<file path="src/rtl/bi_pkg.sv">
package bi_pkg;
  localparam int unsigned BI_DATA_W = 32;
  localparam int unsigned BI_CMD_W  = 4;

  typedef enum logic [2:0] {
    ST_IDLE = 3'd0,
    ST_REQ  = 3'd1,
    ST_ADDR = 3'd2,
    ST_DATA = 3'd3,
    ST_DONE = 3'd4
  } bi_state_e;
endpackage

</file>
<file path="src/rtl/bi_fifo.sv">
module bi_fifo #(
  parameter int unsigned WIDTH = 32,
  parameter int unsigned DEPTH = 16
) (
  input  logic             clk,
  input  logic             rst_n,
  input  logic             push,
  input  logic [WIDTH-1:0] wdata,
  input  logic             pop,
  output logic [WIDTH-1:0] head,
  output logic             empty,
  output logic             last
);
  localparam int unsigned AW = $clog2(DEPTH);
  localparam int unsigned CW = AW + 1;

  logic [WIDTH-1:0] mem [DEPTH];
  logic [AW-1:0]    wp_q, wp_d, rp_q, rp_d;
  logic [CW-1:0]    cnt_q, cnt_d;
  logic             full, do_push, do_pop;

  assign full    = (cnt_q == CW'(DEPTH));
  assign empty   = (cnt_q == '0);
  assign last    = (cnt_q == CW'(1));
  assign do_push = push && !full;
  assign do_pop  = pop && !empty;
  assign head    = mem[rp_q];

  always_comb begin
    wp_d  = wp_q;
    rp_d  = rp_q;
    cnt_d = cnt_q;
    if (do_push) wp_d = wp_q + AW'(1);
    if (do_pop)  rp_d = rp_q + AW'(1);
    if (do_push && !do_pop)      cnt_d = cnt_q + CW'(1);
    else if (do_pop && !do_push) cnt_d = cnt_q - CW'(1);
  end

  always_ff @(posedge clk or negedge rst_n) begin
    if (!rst_n) begin
      wp_q  <= '0;
      rp_q  <= '0;
      cnt_q <= '0;
    end else begin
      wp_q  <= wp_d;
      rp_q  <= rp_d;
      cnt_q <= cnt_d;
    end
  end

  always_ff @(posedge clk) begin
    if (do_push) mem[wp_q] <= wdata;
  end

  // occupancy never exceeds the queue depth
  p_no_overflow_r8: assert property (@(posedge clk) disable iff (!rst_n)
    cnt_q <= CW'(DEPTH));

  // a data clock never pops an empty queue
  p_pop_nonempty_r4: assert property (@(posedge clk) disable iff (!rst_n)
    pop |-> !empty);
endmodule

</file>
<file path="src/rtl/bi_tenure_timer.sv">
module bi_tenure_timer #(
  parameter int unsigned W = 8
) (
  input  logic         clk,
  input  logic         rst_n,
  input  logic         load,
  input  logic         run,
  input  logic [W-1:0] limit,
  output logic         expire
);
  localparam int unsigned CW = W + 1;

  logic [CW-1:0] cnt_q, cnt_d, load_val;

  assign load_val = (limit == '0) ? {1'b1, {W{1'b0}}} : CW'(limit);
  assign expire   = (cnt_q == CW'(1));

  always_comb begin
    cnt_d = cnt_q;
    if (load)                    cnt_d = load_val;
    else if (run && cnt_q != '0) cnt_d = cnt_q - CW'(1);
  end

  always_ff @(posedge clk or negedge rst_n) begin
    if (!rst_n) cnt_q <= '0;
    else        cnt_q <= cnt_d;
  end

  // the tenure count is never run below zero
  p_timer_no_underflow_r6: assert property (@(posedge clk) disable iff (!rst_n)
    (run && !load) |-> cnt_q != '0);
endmodule

</file>
<file path="src/rtl/bi_ctrl.sv">
module bi_ctrl
  import bi_pkg::*;
#(
  parameter int unsigned CNT_W = 8
) (
  input  logic             clk,
  input  logic             rst_n,
  input  logic             go,
  input  logic             q_empty,
  input  logic             q_last,
  input  logic             gnt,
  input  logic             tmr_expire,
  output bi_state_e        state,
  output logic             accept,
  output logic             pop,
  output logic             tmr_load,
  output logic             tmr_run,
  output logic             cut,
  output logic [CNT_W-1:0] words
);
  bi_state_e        state_q, state_d;
  logic             cut_q, cut_d;
  logic [CNT_W-1:0] words_q, words_d;

  always_comb begin
    state_d  = state_q;
    cut_d    = cut_q;
    words_d  = words_q;
    accept   = 1'b0;
    pop      = 1'b0;
    tmr_load = 1'b0;
    tmr_run  = 1'b0;
    unique case (state_q)
      ST_IDLE: begin
        if (go && !q_empty) begin
          accept  = 1'b1;
          cut_d   = 1'b0;
          words_d = '0;
          state_d = ST_REQ;
        end
      end
      ST_REQ: begin
        if (gnt) begin
          tmr_load = 1'b1;
          state_d  = ST_ADDR;
        end
      end
      ST_ADDR: begin
        tmr_run = 1'b1;
        if (tmr_expire) begin
          cut_d   = 1'b1;
          state_d = ST_DONE;
        end else begin
          state_d = ST_DATA;
        end
      end
      ST_DATA: begin
        tmr_run = 1'b1;
        pop     = 1'b1;
        words_d = words_q + CNT_W'(1);
        if (q_last) begin
          state_d = ST_DONE;
        end else if (tmr_expire) begin
          cut_d   = 1'b1;
          state_d = ST_DONE;
        end
      end
      ST_DONE: state_d = ST_IDLE;
      default: state_d = ST_IDLE;
    endcase
  end

  always_ff @(posedge clk or negedge rst_n) begin
    if (!rst_n) begin
      state_q <= ST_IDLE;
      cut_q   <= 1'b0;
      words_q <= '0;
    end else begin
      state_q <= state_d;
      cut_q   <= cut_d;
      words_q <= words_d;
    end
  end

  assign state = state_q;
  assign cut   = cut_q;
  assign words = words_q;

  // the done state lasts one clock and returns to idle
  p_done_pulse_r5: assert property (@(posedge clk) disable iff (!rst_n)
    (state_q == ST_DONE) |=> (state_q == ST_IDLE));

  // the address clock is entered only from a granted request
  p_addr_after_grant_r3: assert property (@(posedge clk) disable iff (!rst_n)
    (state_q == ST_ADDR) |-> ($past(state_q) == ST_REQ && $past(gnt)));
endmodule

</file>
<file path="src/rtl/burst_initiator.sv">
module burst_initiator
  import bi_pkg::*;
#(
  parameter int unsigned DEPTH   = 16,
  parameter int unsigned TIMER_W = 8
) (
  input  logic                clk,
  input  logic                rst_n,
  input  logic                push_i,
  input  logic [31:0]         push_data_i,
  input  logic                go_i,
  input  logic [31:0]         addr_i,
  input  logic [3:0]          cmd_i,
  input  logic [TIMER_W-1:0]  tenure_i,
  input  logic                bus_gnt_i,
  output logic                bus_req_o,
  output logic [31:0]         ad_o,
  output logic                ad_oe_o,
  output logic [3:0]          cbe_o,
  output logic                addr_phase_o,
  output logic                data_phase_o,
  output logic                done_o,
  output logic                cut_short_o,
  output logic [TIMER_W-1:0]  words_o,
  output logic [31:0]         resume_addr_o
);
  localparam int unsigned HW = TIMER_W + 1;

  bi_state_e            state;
  logic                 accept, pop, tmr_load, tmr_run, tmr_expire;
  logic                 q_empty, q_last, q_push;
  logic [31:0]          q_head;
  logic [31:0]          base_q, base_d;
  logic [3:0]           cmd_q, cmd_d;
  logic                 cut;
  logic [TIMER_W-1:0]   words;

  assign q_push = push_i && (state == ST_IDLE);

  bi_fifo #(.WIDTH(BI_DATA_W), .DEPTH(DEPTH)) u_fifo (
    .clk   (clk),
    .rst_n (rst_n),
    .push  (q_push),
    .wdata (push_data_i),
    .pop   (pop),
    .head  (q_head),
    .empty (q_empty),
    .last  (q_last)
  );

  bi_tenure_timer #(.W(TIMER_W)) u_timer (
    .clk    (clk),
    .rst_n  (rst_n),
    .load   (tmr_load),
    .run    (tmr_run),
    .limit  (tenure_i),
    .expire (tmr_expire)
  );

  bi_ctrl #(.CNT_W(TIMER_W)) u_ctrl (
    .clk        (clk),
    .rst_n      (rst_n),
    .go         (go_i),
    .q_empty    (q_empty),
    .q_last     (q_last),
    .gnt        (bus_gnt_i),
    .tmr_expire (tmr_expire),
    .state      (state),
    .accept     (accept),
    .pop        (pop),
    .tmr_load   (tmr_load),
    .tmr_run    (tmr_run),
    .cut        (cut),
    .words      (words)
  );

  always_comb begin
    base_d = base_q;
    cmd_d  = cmd_q;
    if (accept) begin
      base_d = addr_i;
      cmd_d  = cmd_i;
    end
  end

  always_ff @(posedge clk or negedge rst_n) begin
    if (!rst_n) begin
      base_q <= '0;
      cmd_q  <= '0;
    end else begin
      base_q <= base_d;
      cmd_q  <= cmd_d;
    end
  end

  always_comb begin
    ad_o  = '0;
    cbe_o = '0;
    if (state == ST_ADDR) begin
      ad_o  = base_q;
      cbe_o = cmd_q;
    end else if (state == ST_DATA) begin
      ad_o  = q_head;
      cbe_o = '1;
    end
  end

  assign addr_phase_o  = (state == ST_ADDR);
  assign data_phase_o  = (state == ST_DATA);
  assign ad_oe_o       = addr_phase_o || data_phase_o;
  assign bus_req_o     = (state == ST_REQ) || ad_oe_o;
  assign done_o        = (state == ST_DONE);
  assign cut_short_o   = cut;
  assign words_o       = words;
  assign resume_addr_o = base_q + {22'd0, words, 2'b00};

  // Tenure length seen on the lines, used only by the R6 property.
  logic [HW-1:0] held_q, held_d, lim_eff;
  assign lim_eff = (tenure_i == '0) ? {1'b1, {TIMER_W{1'b0}}} : HW'(tenure_i);
  always_comb held_d = ad_oe_o ? held_q + HW'(1) : '0;
  always_ff @(posedge clk or negedge rst_n) begin
    if (!rst_n) held_q <= '0;
    else        held_q <= held_d;
  end

  // the lines are held for at most the loaded tenure
  p_tenure_bound_r6: assert property (@(posedge clk) disable iff (!rst_n)
    ad_oe_o |-> (held_q < lim_eff));

  // the lines are first driven right after a sampled grant
  p_oe_needs_grant_r3: assert property (@(posedge clk) disable iff (!rst_n)
    $rose(ad_oe_o) |-> $past(bus_gnt_i));

  // request is down whenever done is reported
  p_req_low_at_done_r5: assert property (@(posedge clk) disable iff (!rst_n)
    done_o |-> (!bus_req_o && !ad_oe_o));

  // done is a single-clock pulse
  p_done_single_r5: assert property (@(posedge clk) disable iff (!rst_n)
    done_o |=> !done_o);
endmodule

</file>
<file path="config.mk">
export PLATFORM = sky130hd
export DESIGN_NAME = burst_initiator
export DESIGN_NICKNAME = d
export VERILOG_FILES = /design/src/rtl/bi_pkg.sv /design/src/rtl/bi_fifo.sv /design/src/rtl/bi_tenure_timer.sv /design/src/rtl/bi_ctrl.sv /design/src/rtl/burst_initiator.sv
export SDC_FILE = /design/constraint.sdc
export NUM_CORES = 1
export LEC_CHECK = 0
export BUFFER_PORTS_ARGS = -buffer_cell sky130_fd_sc_hd__buf_2
export CORE_ASPECT_RATIO = 1.4
export CORE_UTILIZATION = 50
export DETAILED_ROUTE_END_ITERATION = 12
export PLACE_DENSITY = 0.68
export SLEW_MARGIN = 0
export SYNTH_ARGS = -nofsm -noshare
export SYNTH_HDL_FRONTEND = slang
export SYNTH_HIERARCHICAL = 1
export SYNTH_SLANG_ARGS = --single-unit
</file>
<file path="constraint.sdc">
create_clock -name clk -period 5 [get_ports clk]
set_clock_uncertainty 0.05 [all_clocks]
set_input_delay 1 -clock clk [delete_from_list [all_inputs] [get_ports clk]]
set_output_delay 1 -clock clk [all_outputs]
set_load 0.02 [all_outputs]
</file>
==> Word-level counts from Yosys, hierarchy flattened <==
Memory sizes are Yosys's and may differ from the RTL's.
Cells that the tools add are included.
{ "totals": {"reg_bits": 70, "ram_bits": 512, "inputBits": 81, "output_inout_bits": 82, "word_cells": 82, "n_memories": 1} }
{ "classes": {"n_addsub": 7, "n_eq_ne": 11, "mux": 29, "reduce_logical": 25} }
{ "mem_list": {"columns": ["memory", "words", "word_bits", "rd", "rd_ports_with_merged_regs", "wr", "line", "rtl"], "rows": [
  ["u_fifo.mem", 16, 32, 1, 0, 1, "bi_fifo.sv:17", "logic [WIDTH-1:0] mem [DEPTH];"]
]} }
{ "op_table": {"columns": ["op", "n"], "rows": [
  ["two-way mux 32 bit", 2],
  ["adder 32 x 10 -> 32 bit", 1],
  ["two-way mux 9 bit", 3],
  ["case mux 8 bit (2 select lines)", 1],
  ["two-way mux 3 bit", 5],
  ["case mux 3 bit (4 select lines)", 1],
  ["two-way mux 1 bit", 11],
  ["two-way mux 5 bit", 2],
  ["equality test 9 x 1 -> 1 bit, second input constant", 1],
  ["nonzero test 9 bit", 1],
  ["subtractor 9 x 1 -> 9 bit, second input constant", 1],
  ["adder 4 x 1 -> 4 bit, second input constant", 2],
  ["adder 8 x 1 -> 8 bit, second input constant", 1],
  ["logical NOT 8 bit", 1],
  ["two-way mux 4 bit", 2],
  ["two-way mux 8 bit", 1],
  ["logical AND 1 bit", 7],
  ["equality test 3 x 2 -> 1 bit, second input constant", 2],
  ["AND reduction 3 bit", 2],
  ["nonzero test 2 bit", 3],
  ["adder 5 x 1 -> 5 bit, second input constant", 1],
  ["equality test 5 x 1 -> 1 bit, second input constant", 1],
  ["equality test 5 bit, second input constant", 1],
  ["logical NOT 5 bit", 1],
  ["other kinds (13)", 18]
]} }

==> Logic depth before layout (Yosys ltp) <==
{ "logic_depth": {"word_depth": 7, "depth_mapped": 10} }

==> Modules after synthesis <==
Netlist, hierarchy kept.
{ "by_module_without_submodules": {"columns": ["module", "instances", "cells_each", "area_per_inst_um2", "seq_area_each_um2"], "rows": [
  ["bi_fifo", 1, 1009, 20429.6, 15700.1],
  ["burst_initiator", 1, 275, 2781.4, 900.9],
  ["bi_tenure_timer", 1, 67, 646.9, 225.2],
  ["bi_ctrl", 1, 59, 589.3, 300.3]
]} }

==> Worst setup path after synthesis <==
No wires, ideal clock.
{ "synth_timing": {"path_type": "input to register", "startpoint": "in push_i", "endpoint": "mem u_fifo.mem[12][0], enable pin", "setup_time_ps": 421, "t_arrival_ps": 3169, "t_required_ps": 4529, "setup_slack_ps": 1360, "path_stages": 5, "n_path_buf": 0, "path_cell_list": "nor4b_1 -> inv_1 -> a31oi_2 -> nand3_1 -> nor2_1"} }
{ "synth_between": {"elab_chain_cells": 4} }
{ "synth_lines": {"columns": ["element", "line", "rtl"], "rows": [
  ["start, declared", "burst_initiator.sv:9", "input logic push_i,"],
  ["logical AND 1 bit", "burst_initiator.sv:38", "assign q_push = push_i && (state == ST_IDLE);"],
  ["logical AND 1 bit", "bi_fifo.sv:25", "assign do_push = push && !full;"],
  ["net u_fifo.do_push", "bi_fifo.sv:20", "logic full, do_push, do_pop;"],
  ["two-way mux 1 bit", "bi_fifo.sv:52", "if (do_push) mem[wp_q] <= wdata;"],
  ["two-way mux 1 bit (implied by the code)", "bi_fifo.sv:52", null],
  ["end, declared", "bi_fifo.sv:17", null]
]} }
The timed path passes the listed nets, and every way through them passes these cells.

==> Worst setup path after layout <==
{ "layout_timing": {"startpoint": "reg u_fifo.rp_q[1]", "endpoint": "out ad_o[14]"} }
{ "layout_between": {"elab_chain_cells": 3} }
{ "layout_lines": {"columns": ["element", "line", "rtl"], "rows": [
  ["start, declared", "bi_fifo.sv:18", "logic [AW-1:0] wp_q, wp_d, rp_q, rp_d;"],
  ["start signal, assigned", "bi_fifo.sv:46", "rp_q <= rp_d;"],
  ["memory (16 x 32 bit)", null, null],
  ["net q_head[14]", "burst_initiator.sv:32", "logic [31:0] q_head;"],
  ["two-way mux 32 bit", "burst_initiator.sv:102", "end else if (state == ST_DATA) begin"],
  ["two-way mux 32 bit", "burst_initiator.sv:99", "if (state == ST_ADDR) begin"],
  ["end, declared", "burst_initiator.sv:17", "output logic [31:0] ad_o,"]
]} }
The timed path passes the listed nets, and every way through them passes these cells.

==> qor.tcl <==
set qor(outcome) {completed}
set qor(worst_hold_margin_ps) 461
set qor(tightest_slew_ps) 947
set qor(detail_route.first_pass.iterations) 4
set qor(syn2layout_area_growth_pct) 13.4
set qor(finalWorstSetupSlack_ps) 536
set qor(critPathCaptureType) {output port}
set qor(critPathKind) {reg -> out}
set qor(slew_headroom) 0.369
set qor(ctsLongestPathBuffers) 3
set qor(total_power_mw) 16.1
set qor(design.die.area_mm2) 0.0498
set qor(postSynth.asyncResetShare) 0.120
set qor(number_of_enable_type_register_cells_in_the_synthesized_netlist) 512
set qor(clock.fmax_mhz) 224
set qor(drt-total-wl_mm) 57.8
set qor(path_clk_slew_ps) 60
set qor(ctsResizeCount) 0
set qor(worst_hold_path_type) {reg -> reg}
set qor(fin_area_mm2) 0.0277
set qor(fp.dieH_um) 264
set qor(io_pins) 163
set qor(ys_ff_latch) 582
set qor(floorplan.core_area_mm2) 0.0481
set qor(dpl_worst_slack_ps) 1140
set qor(cts.sinks) 582
set qor(synthesis.instances) 1410
set qor(yosys-top-cells-area) {edfxtp_1, dfrtp_1, mux2i_1}
set qor(cap_viol_max_count) 0
set qor(cp-startpoint) {u_fifo/rp_q[1]$_DFFE_PN0P_}
set qor(vias) 13700
set qor(post-cts-setup-buffers) 0
set qor(drc_errors) 0
set qor(critical_path.max_fanout) 38
set qor(grt_first_pass_wirelength_mm) 86.4
set qor(post_drt_via_cell_ratio) 6.03
set qor(synth.avg_cell_area_um2) 17.3
set qor(power_report.internal_total_mw) 10.2
set qor(fillCellCount) 3642
set qor(pwr-share-clk) 0.246
set qor(seq_area_mm2) 0.0171
set qor(global_route.overflow_total) 0
set qor(yosysMostFrequentCell) {edfxtp_1}
set qor(post_synth_num_cell_types) 74
set qor(powerDensity_mw_per_mm2) 581
set qor(grt_pass1_vias) 13600
set qor(power_switching_share) 0.369
set qor(gpl.final_weighted_congestion) 0.829
set qor(initial_core_util) 0.508
set qor(detail_route.iter0.violations) 1181
set qor(maximum_number_of_pins_on_one_net_before_global_route_repair) 71
set qor(setup_total_negative_slack_ps) 0
set qor(layout_min_cycle_time_ps) 4460
set qor(multi_input_gate_area_in_the_final_layout_mm2) 0.00683
set qor(cts_max_level) 2
set qor(synth_top_cells_by_count) {edfxtp_1, mux2i_1, dfrtp_1}
set qor(worstSetupStartpointType) {flop}
set qor(p_sw_mw) 5.94
set qor(logic_pwr_share) 0.373
set qor(finalCritPeriodShare) 0.893
set qor(placed_cells_incl_taps) 2169
set qor(instances_no_fill) 2270
set qor(synth.largest_area_cell) {edfxtp_1}
set qor(netlist_area_mm2) 0.0244
set qor(dpl.hpwl_mm) 35.6
set qor(final_routed_wire_length_divided_by_cell_count_um) 25.5
set qor(layout-drive-gt1-share) 0.258
set qor(route.antenna.remaining_nets) 0
set qor(peakVddDrop_mv) 0.523
set qor(num_rows) 95
set qor(layout.nets) 1698
set qor(rsz0062_at_grt) {no}
set qor(clock_insertion_delay_worst_skew_ps) 580
set qor(io_buffer_count) 162
set qor(post_syn_nets) 1514
set qor(postPlaceCellArea_mm2) 0.0260
set qor(cts_root_buf) {clkbuf_16}
set qor(grt_antenna_before_repair) 7
set qor(static-leakage-power_nw) 10.1
set qor(synth_flop_cell) {edfxtp_1}
set qor(tritoncts) {done}
set qor(worst_r2r_startpoint) {u_ctrl/state[2]$_DFFE_PN0P_}
set qor(seq_power_share) 0.380
set qor(worstHoldStart) {cmd_q[2]$_DFFE_PN0P_}
set qor(synth_warnings) 6
set qor(post_cts_hold_buffer_count) 0
set qor(groute.usage.overall) 0.234
set qor(layout.core_utilization) 0.576
set qor(maxSlewViolCount) 0
set qor(required_ps) 3950
set qor(synth_seq_area_share) 0.701
set qor(arrival_ps) 3410
set qor(chipWidth_um) 189
set qor(hold_viol_final) 0
set qor(worst-r2r-setup-slack_ps) 1660
set qor(setup_violations) 0
set qor(cts_made_buffers) 53
set qor(synth_top_area_frac) 0.629
==> final timing paths <==
| check | endpoint | cells after the start |
|---|---|---|
| setup reg to reg | u_fifo/mem[12][5]$_DFFE_PP_ | 6 |
| min in group asynchronous | u_timer/cnt_q[4]$_DFFE_PN0P_ | 1 |
| max in group asynchronous | u_fifo/rp_q[0]$_DFFE_PN0P_ | 1 |
| setup / recovery | ad_o[14] | 9 |
| hold reg to reg | cmd_q[2]$_DFFE_PN0P_ | 1 |
| hold / removal | cmd_q[2]$_DFFE_PN0P_ | 1 |
==> cell type report <==
class,instances,share of cell area
clock buffer,59,0.0494
sequential,582,0.618
tap,630,0.0284
multi-input combinational,732,0.246
antenna,2,0.000181
timing repair buffer,202,0.0424
inverter,23,0.00316
clock inverter,40,0.0117
==> critical path, cell delays in order (launching register included) <==
cell,delay [ps]
dfrtp_4,610
buf_4,480
nor2b_4,70
buf_4,310
a221oi_1,480
o21ai_0,180
nand2_1,200
mux2i_1,100
nor2_1,160
buf_2,190
==> layer usage <==
metal | routed length (um) | track usage | vias to the layer above
li1 | - | - | 5990
met1 | 22700 | 0.303 | 7078
met2 | 29400 | 0.400 | 503
met3 | 4030 | 0.0395 | 113
met4 | 1660 | 0.0759 | 8
met5 | 59 | 0 | -
==> placed cells by master, fill, tap and decap left out, types with 8 or more instances in the layout <==
cell type | Yosys | final
a21oi_1 | 10 | 10
a221oi_1 | 64 | 64
a22oi_1 | 32 | 32
and2_2 | 0 | 13
buf_2 | 23 | 161
buf_4 | 6 | 36
clkbuf_16 | 0 | 54
clkinv_1 | 0 | 13
clkinv_2 | 1 | 14
dfrtp_1 | 70 | 67
edfxtp_1 | 512 | 512
ha_1 | 22 | 22
inv_1 | 22 | 22
mux2_2 | 35 | 35
mux2i_1 | 162 | 162
mux4_2 | 58 | 58
nand2_1 | 60 | 60
nand3_1 | 9 | 9
nor2_1 | 65 | 61
o211ai_1 | 8 | 8
o21ai_0 | 50 | 50
xnor2_1 | 28 | 28
xor2_1 | 13 | 13
==> cells by family (layout without fill, tap and decap cells) <==
| group | after synthesis | after routing | share of synthesized area |
|---|---|---|---|
| DFF | 582 | 582 | 0.701 |
| muxes | 261 | 261 | 0.142 |
| and+or+nand+nor | 211 | 211 | 0.0474 |
| AOI/OAI and AO/OA | 195 | 195 | 0.0598 |
| buffers and inverters | 96 | 324 | 0.0225 |
| xor gates and xnor gates | 42 | 42 | 0.0154 |
| adders and majority gates | 23 | 23 | 0.0121 |
| other | 0 | 2 | 0 |
==> state kept, by name, summed over array words and instances, names as in the netlist <==
name / count
u_fifo/wp_q: 4
cmd_q: 4
u_fifo/cnt_q: 5
u_ctrl/state: 3
u_ctrl/words: 8
u_timer/cnt_q: 9
u_ctrl/cut: 1
u_fifo/mem: 512
base_q: 32
u_fifo/rp_q: 4
==> power by group through the flow <==
stage	Combinational, mW	Sequential (mW)	Clock (mW)
after global routing	6.45	6.17	4.18
after detailed placement	6.01	6.23	0
final	6.01	6.13	3.96
after global placement	5.93	6.21	0
after CTS	6.03	6.13	4.02
after floorplan	4.35	6.04	0
Note: power is estimated with default switching activity, not from simulation.
